`src/rtl/strd_pkg.sv`:
```
package strd_pkg;
  // Width of one Dword and the number of Dwords in one 16-byte slot.
  localparam int DWORD_BITS  = 32;
  localparam int SLOT_DWORDS = 4;
  // Number of slots that make up one output beat.
  localparam int BEAT_SLOTS  = 8;
endpackage

```
`src/rtl/strd_slot_fill.sv`:
```
// Holds the data of the beat under construction, one register per slot.
module strd_slot_fill #(
  parameter int NSLOT   = 8,
  parameter int SLOT_DW = 4,
  parameter int DWORD_W = 32,
  parameter int SLOT_W  = 3
) (
  input  logic                             clk,
  input  logic                             rst_n,
  input  logic                             clear,
  input  logic                             wr_en,
  input  logic [SLOT_W-1:0]                wr_slot,
  input  logic [SLOT_DW*DWORD_W-1:0]       wr_data,
  input  logic [SLOT_DW-1:0]               wr_keep,
  output logic [NSLOT*SLOT_DW*DWORD_W-1:0] beat
);
  localparam int SW_BITS = SLOT_DW * DWORD_W;

  logic [SW_BITS-1:0] masked;

  for (genvar k = 0; k < SLOT_DW; k++) begin : g_mask
    assign masked[k*DWORD_W +: DWORD_W] = wr_keep[k] ? wr_data[k*DWORD_W +: DWORD_W] : '0;
  end

  for (genvar s = 0; s < NSLOT; s++) begin : g_slot
    logic               hit;
    logic [SW_BITS-1:0] q;
    assign hit = wr_en && (wr_slot == SLOT_W'(s));
    always_ff @(posedge clk or negedge rst_n) begin
      if (!rst_n)     q <= '0;
      else if (hit)   q <= masked;
      else if (clear) q <= '0;
    end
    assign beat[s*SW_BITS +: SW_BITS] = q;
  end
endmodule

```
`src/rtl/strd_mark_track.sv`:
```
// Counts starts and ends in the beat under construction and records their pointers.
module strd_mark_track #(
  parameter int NSLOT  = 8,
  parameter int SLOT_W = 3,
  parameter int SUB_W  = 2,
  parameter int CNT_W  = 4,
  parameter int DPTR_W = 5
) (
  input  logic                     clk,
  input  logic                     rst_n,
  input  logic                     clear,
  input  logic                     wr_en,
  input  logic [SLOT_W-1:0]        wr_slot,
  input  logic                     is_start,
  input  logic                     is_end,
  input  logic [SUB_W-1:0]         end_sub,
  output logic [CNT_W-1:0]         sop_cnt,
  output logic [CNT_W-1:0]         eop_cnt,
  output logic [NSLOT*SLOT_W-1:0]  sop_ptr,
  output logic [NSLOT*DPTR_W-1:0]  eop_ptr
);
  logic [CNT_W-1:0] sop_base, eop_base;
  logic             add_sop, add_eop;

  assign sop_base = clear ? '0 : sop_cnt;
  assign eop_base = clear ? '0 : eop_cnt;
  assign add_sop  = wr_en && is_start;
  assign add_eop  = wr_en && is_end;

  always_ff @(posedge clk or negedge rst_n) begin
    if (!rst_n) begin
      sop_cnt <= '0;
      eop_cnt <= '0;
    end else if (clear || wr_en) begin
      sop_cnt <= sop_base + CNT_W'(add_sop);
      eop_cnt <= eop_base + CNT_W'(add_eop);
    end
  end

  for (genvar e = 0; e < NSLOT; e++) begin : g_entry
    logic [SLOT_W-1:0] sq;
    logic [DPTR_W-1:0] eq;
    always_ff @(posedge clk or negedge rst_n) begin
      if (!rst_n) begin
        sq <= '0;
        eq <= '0;
      end else begin
        if (add_sop && sop_base == CNT_W'(e)) sq <= wr_slot;
        else if (clear)                       sq <= '0;
        if (add_eop && eop_base == CNT_W'(e)) eq <= {wr_slot, end_sub};
        else if (clear)                       eq <= '0;
      end
    end
    assign sop_ptr[e*SLOT_W +: SLOT_W] = sq;
    assign eop_ptr[e*DPTR_W +: DPTR_W] = eq;
  end
endmodule

```
`src/rtl/strd_out_hold.sv`:
```
// Output holding register: captures a finished beat and keeps it until taken.
module strd_out_hold #(
  parameter int BEAT_W = 1024,
  parameter int NSLOT  = 8,
  parameter int SLOT_W = 3,
  parameter int DPTR_W = 5
) (
  input  logic                    clk,
  input  logic                    rst_n,
  input  logic                    load,
  input  logic [BEAT_W-1:0]       d_data,
  input  logic [NSLOT-1:0]        d_sop_mask,
  input  logic [NSLOT*SLOT_W-1:0] d_sop_ptr,
  input  logic [NSLOT-1:0]        d_eop_mask,
  input  logic [NSLOT*DPTR_W-1:0] d_eop_ptr,
  input  logic                    q_ready,
  output logic                    q_valid,
  output logic [BEAT_W-1:0]       q_data,
  output logic [NSLOT-1:0]        q_sop_mask,
  output logic [NSLOT*SLOT_W-1:0] q_sop_ptr,
  output logic [NSLOT-1:0]        q_eop_mask,
  output logic [NSLOT*DPTR_W-1:0] q_eop_ptr
);
  always_ff @(posedge clk or negedge rst_n) begin
    if (!rst_n)       q_valid <= 1'b0;
    else if (load)    q_valid <= 1'b1;
    else if (q_ready) q_valid <= 1'b0;
  end

  always_ff @(posedge clk or negedge rst_n) begin
    if (!rst_n) begin
      q_data     <= '0;
      q_sop_mask <= '0;
      q_sop_ptr  <= '0;
      q_eop_mask <= '0;
      q_eop_ptr  <= '0;
    end else if (load) begin
      q_data     <= d_data;
      q_sop_mask <= d_sop_mask;
      q_sop_ptr  <= d_sop_ptr;
      q_eop_mask <= d_eop_mask;
      q_eop_ptr  <= d_eop_ptr;
    end
  end
endmodule

```
`src/rtl/strd_packer.sv`:
```
// Packs slot-wide packet beats back to back into wide beats with start/end markers.
module strd_packer
  import strd_pkg::*;
#(
  parameter  int NSLOT   = BEAT_SLOTS,
  parameter  int SLOT_DW = SLOT_DWORDS,
  parameter  int DWORD_W = DWORD_BITS,
  localparam int SLOT_W  = $clog2(NSLOT),
  localparam int SUB_W   = $clog2(SLOT_DW),
  localparam int DPTR_W  = SLOT_W + SUB_W,
  localparam int IN_W    = SLOT_DW * DWORD_W,
  localparam int BEAT_DW = NSLOT * SLOT_DW,
  localparam int BEAT_W  = BEAT_DW * DWORD_W
) (
  input  logic                    clk,
  input  logic                    rst_n,
  input  logic                    in_valid,
  output logic                    in_ready,
  input  logic [IN_W-1:0]         in_data,
  input  logic [SLOT_DW-1:0]      in_keep,
  input  logic                    in_sop,
  input  logic                    in_last,
  output logic                    out_valid,
  input  logic                    out_ready,
  output logic [BEAT_W-1:0]       out_data,
  output logic [BEAT_DW-1:0]      out_keep,
  output logic                    out_last,
  output logic [NSLOT-1:0]        out_sop_mask,
  output logic [NSLOT*SLOT_W-1:0] out_sop_ptr,
  output logic [NSLOT-1:0]        out_eop_mask,
  output logic [NSLOT*DPTR_W-1:0] out_eop_ptr
);
  localparam int CNT_W = $clog2(NSLOT + 1);
  localparam int KN_W  = $clog2(SLOT_DW + 1);

  logic [CNT_W-1:0]        fill;
  logic                    full, out_free, flush, acc;
  logic [SLOT_W-1:0]       wr_slot;
  logic [KN_W-1:0]         keep_n;
  logic [SUB_W-1:0]        end_sub;
  logic [BEAT_W-1:0]       b_data;
  logic [CNT_W-1:0]        sop_cnt, eop_cnt;
  logic [NSLOT*SLOT_W-1:0] b_sop_ptr;
  logic [NSLOT*DPTR_W-1:0] b_eop_ptr;
  logic [NSLOT-1:0]        b_sop_mask, b_eop_mask;

  // Flow control: send when full, or early when the input is dry.
  assign full     = (fill == CNT_W'(NSLOT));
  assign out_free = !out_valid || out_ready;
  assign flush    = (fill != '0) && (full || !in_valid) && out_free;
  assign in_ready = !full || flush;
  assign acc      = in_valid && in_ready;
  assign wr_slot  = flush ? '0 : fill[SLOT_W-1:0];

  always_ff @(posedge clk or negedge rst_n) begin
    if (!rst_n)     fill <= '0;
    else if (flush) fill <= acc ? CNT_W'(1) : '0;
    else if (acc)   fill <= fill + CNT_W'(1);
  end

  // Index of the last kept Dword inside the slot.
  always_comb begin
    keep_n = '0;
    for (int k = 0; k < SLOT_DW; k++) keep_n = keep_n + KN_W'(in_keep[k]);
  end
  assign end_sub = SUB_W'(keep_n - KN_W'(1));

  strd_slot_fill #(
    .NSLOT(NSLOT), .SLOT_DW(SLOT_DW), .DWORD_W(DWORD_W), .SLOT_W(SLOT_W)
  ) u_fill (
    .clk(clk), .rst_n(rst_n), .clear(flush), .wr_en(acc), .wr_slot(wr_slot),
    .wr_data(in_data), .wr_keep(in_keep), .beat(b_data)
  );

  strd_mark_track #(
    .NSLOT(NSLOT), .SLOT_W(SLOT_W), .SUB_W(SUB_W), .CNT_W(CNT_W), .DPTR_W(DPTR_W)
  ) u_mark (
    .clk(clk), .rst_n(rst_n), .clear(flush), .wr_en(acc), .wr_slot(wr_slot),
    .is_start(in_sop), .is_end(in_last), .end_sub(end_sub),
    .sop_cnt(sop_cnt), .eop_cnt(eop_cnt), .sop_ptr(b_sop_ptr), .eop_ptr(b_eop_ptr)
  );

  // Counts become thermometer masks.
  for (genvar i = 0; i < NSLOT; i++) begin : g_therm
    assign b_sop_mask[i] = (sop_cnt > CNT_W'(i));
    assign b_eop_mask[i] = (eop_cnt > CNT_W'(i));
  end

  strd_out_hold #(
    .BEAT_W(BEAT_W), .NSLOT(NSLOT), .SLOT_W(SLOT_W), .DPTR_W(DPTR_W)
  ) u_hold (
    .clk(clk), .rst_n(rst_n), .load(flush),
    .d_data(b_data), .d_sop_mask(b_sop_mask), .d_sop_ptr(b_sop_ptr),
    .d_eop_mask(b_eop_mask), .d_eop_ptr(b_eop_ptr),
    .q_ready(out_ready), .q_valid(out_valid), .q_data(out_data),
    .q_sop_mask(out_sop_mask), .q_sop_ptr(out_sop_ptr),
    .q_eop_mask(out_eop_mask), .q_eop_ptr(out_eop_ptr)
  );

  assign out_keep = '1;
  assign out_last = 1'b0;
endmodule

```
`config.mk`:
```
export PLATFORM = sky130hd
export DESIGN_NAME = strd_packer
export DESIGN_NICKNAME = d
export VERILOG_FILES = /design/src/rtl/strd_pkg.sv /design/src/rtl/strd_slot_fill.sv /design/src/rtl/strd_mark_track.sv /design/src/rtl/strd_out_hold.sv /design/src/rtl/strd_packer.sv
export SDC_FILE = /design/constraint.sdc
export NUM_CORES = 2
export LEC_CHECK = 0
export BUFFER_PORTS_ARGS = -buffer_cell sky130_fd_sc_hd__buf_2
export CORE_AREA = 3 3 494 496
export CTS_CLUSTER_SIZE = 12
export DETAILED_ROUTE_END_ITERATION = 8
export DIE_AREA = 0 0 497 499
export PLACE_DENSITY = 0.51
export SYNTH_ARGS = -nofsm -noshare
export SYNTH_HDL_FRONTEND = slang
export SYNTH_SLANG_ARGS = --single-unit
export TNS_END_PERCENT = 50
```
`constraint.sdc`:
```
create_clock -name clk -period 4 [get_ports clk]
set_input_delay 0.2 -clock clk [delete_from_list [all_inputs] [get_ports clk]]
set_output_delay 0.2 -clock clk [all_outputs]
set_load 0.01 [all_outputs]
```
==> flow_summary.json <==
{
  "skew_ns": 0.0525,
  "synth.distinct_cells": 63,
  "pin_count": 1277,
  "die_w_um": 497,
  "drt_iter0_markers": 4458,
  "vias": 59000,
  "drcViolationCount": 0,
  "synth_seq_area_share_pct": 64.9,
  "p_total_w": 0.0701,
  "cts.reportedPaths.clkPinSlew_ns": 0.06,
  "status": "finished with violations",
  "setup.worst_path.end_class": "register",
  "core_um2": 240000,
  "clock-sinks": 2205,
  "timing.hold.ws_ns": -0.00824,
  "ys.flop_type": "dfrtp_1",
  "die-area_um2": 248000,
  "root_buffer": "clkbuf_16",
  "maxSlewViolCount": 0,
  "grt_pass1_vias": 59100,
  "hpwlAfterDp_um": 208000,
  "track_usage_pct": 23.6,
  "wl_per_cell_um": 26.2,
  "design_area_um2": 104000,
  "cts_setup_buffers": 0,
  "hold_viol": 2,
  "cts_tree": "yes",
  "ir_worst_vdd_mv": 0.641,
  "hp-class": "primary input to asynchronous set/reset pin",
  "overflow": 0,
  "p_per_area_nw_per_um2": 674,
  "synthArstFlopShare_pct": 100,
  "critPathKind": "register to register",
  "cp.arrival_ns": 3.84,
  "gp_congestion": 0.852,
  "syn_area_um2": 85000,
  "layout-drive-gt1-share_pct": 34.5,
  "portBuffers": 1243,
  "numCtsBuffers": 234,
  "p_leak_nw": 52.5,
  "startpoint_type": "register",
  "dr.pass1.iters": 7,
  "setup_viol": 0,
  "antenna_found_initial": 19,
  "ys_warn_count": 0,
  "routed_wl_um": 300000,
  "r2r_slack_ns": 0.89,
  "placed_cells": 10900,
  "grt_max_degree": 132,
  "slew-limit-headroom_pct": 14.7,
  "postLayoutCoreUtil_pct": 43.3,
  "worstMarginPinSlew_ns": 1.28,
  "area_growth_pct": 22.3,
  "synth_cells": 6808,
  "layout_min_cycle_time_ns": 3.11,
  "crit_fanout": 56,
  "viasPerCell": 5.15,
  "grt_pass1_wl_um": 433000,
  "h-tree-depth": 4,
  "start_util_pct": 35.4,
  "clock.fmax_ghz": 0.322,
  "fin_cells": 11500,
  "ys_ff_latch": 2205,
  "cts.path.max_buffers": 3,
  "die-height_um": 499,
  "rr_worst_depth": 9,
  "ant_nets": 0,
  "finalSetupTns_ns": 0,
  "nets": 8216,
  "place_area_um2": 94900,
  "violations": "negative hold slack",
  "crit_required_ns": 4.73,
  "r2r-start": "fill[0]",
  "drv_cap": 0,
  "clk_latency_ns": 0.86,
  "r2r_end": "u_fill.g_slot[5].q[8]",
  "rsz0062_at_grt": "false",
  "rows": 180,
  "finalCritPeriodShare_pct": 77.7,
  "avgSynthCellArea_um2": 12.5,
  "synth_edf_count": 0
}
## where the power goes
group | internal, W | switching [W] | total [W]
Clock | 0.0125 | 0.00911 | 0.0216
Sequential | 0.0267 | 0.00277 | 0.0295
Combinational | 0.00719 | 0.0117 | 0.0189
Total | 0.0464 | 0.0236 | 0.0701
## cell usage after synthesis, drive strengths merged, types with 2 or more instances
cell | count | share of area [%]
buf | 351 | 2.4
a2111oi | 5 | 0.16
o22ai | 385 | 2.8
nor2 | 58 | 0.26
and3b | 2 | 0.025
mux2i | 48 | 0.57
a31o | 2 | 0.021
dfrtp | 2205 | 65
nand3 | 7 | 0.041
nand2b | 4 | 0.032
o221ai | 3 | 0.031
o21a | 2 | 0.019
nor4 | 2 | 0.022
a21oi | 528 | 3.1
and3 | 2 | 0.015
nand4 | 2 | 0.015
mux2 | 1093 | 14
a22o | 13 | 0.13
nand3b | 3 | 0.041
nor2b | 5 | 0.040
inv | 11 | 0.049
or3b | 2 | 0.024
xnor2 | 4 | 0.041
and2 | 130 | 0.96
clkbuf | 200 | 0.88
nor3 | 7 | 0.071
xor2 | 3 | 0.031
a31oi | 7 | 0.052
a32o | 130 | 1.5
o21ai | 22 | 0.13
or4 | 2 | 0.018
o211ai | 3 | 0.026
o41ai | 3 | 0.031
conb | 2 | 0.0088
ha | 3 | 0.044
nand2 | 1548 | 6.8
or3 | 2 | 0.015
## stage by stage
step	setup slack [ns]	hold slack [ns]
floorplan	1.60	-0.0956
global placement	0.897	0.353
detailed placement	0.844	0.348
CTS	0.836	0.0000164
global route	0.629	0.00934
finish	0.892	-0.00824
## worst max-delay path, cell delays in order, from the launching register on
cell and delay (ns):
dfrtp_1 0.37, inv_1 0.19, ha_1 0.31, nand3b_4 0.14, o21a_2 0.26, nor2_4 0.56
buf_4 0.37, buf_12 0.29, buf_4 0.34, a21oi_1 0.08
## cell type report
type	count	area, um^2
inverters	11	41.3
multi-input cells	4072	27200
clock inverters	64	666
fillers	22700	136000
clock buffers	354	7000
repair buffers	1550	9820
flip-flops and latches	2205	55200
well taps	3185	3990
diodes	10	25.0
## cell usage in the layout, fill, tap and decap left out, types with 11 or more instances in the layout
cell type,Yosys,routed
clkbuf_16,0,237
and2_1,129,129
mux2i_1,48,48
o21ai_0,20,20
a21oi_1,528,527
nor2_1,57,56
buf_4,97,97
o22ai_1,385,384
clkbuf_1,199,54
a32o_1,130,130
buf_2,243,1242
conb_1,2,33
mux2_2,1038,1038
dfrtp_1,2205,2205
dlygate4sd3_1,0,135
inv_1,11,11
clkinv_2,0,41
clkbuf_8,0,63
buf_12,0,76
a22o_1,13,13
nand2_1,1548,1547
mux2_1,55,55
## cell families after synthesis
kind of cell,synth area share (%)
AOI/OAI and AO/OA,8.13
other,0.00883
buffers and inverters,3.32
adders and majority gates,0.0677
and+or+nand+nor,8.45
DFF,64.9
muxes,15.0
xor gates and xnor gates,0.0721
## registers in the layout, summed over array words and instances (netlist names)
register,flops
fill,4
u_mark.sop_cnt,4
u_hold.q_data,1024
u_fill.g_slot.q,1024
u_hold.q_valid,1
u_mark.g_entry.sq,24
u_hold.q_sop_mask,8
u_hold.q_eop_mask,8
u_hold.q_eop_ptr,40
u_hold.q_sop_ptr,24
u_mark.eop_cnt,4
u_mark.g_entry.eq,40
## timing repair
action / in CTS / in global routing
endpoints found under the hold margin: 1085 / 0
resized for setup: 0 / 0
hold buffers: 135 / 0
## how the worst max path moves through the flow
stage	from	to	depth (start not counted)	slack (ns)
detailed placement	fill[0]	u_hold.q_eop_ptr[9]	8	0.84
finish	fill[0]	u_fill.g_slot[5].q[8]	9	0.89
global route	fill[0]	u_fill.g_slot[2].q[12]	9	0.63
global placement	fill[0]	u_fill.g_slot[1].q[9]	9	0.90
floorplan	in_keep[0]	u_mark.g_entry[2].eq[1]	10	1.60
CTS	fill[0]	u_fill.g_slot[6].q[16]	9	0.84
## routing by layer
| metal | GRT usage (%) | share of wire [%] | vias to the layer above |
|---|---|---|---|
| met5 | 0 | 0.018 | - |
| met4 | 10.5 | 5.0 | 8 |
| met3 | 6.63 | 7.7 | 484 |
| met2 | 36.0 | 45 | 1988 |
| met1 | 31.4 | 43 | 30600 |
| li1 | - | - | 25900 |
Note: power is estimated with default switching activity, not from simulation.
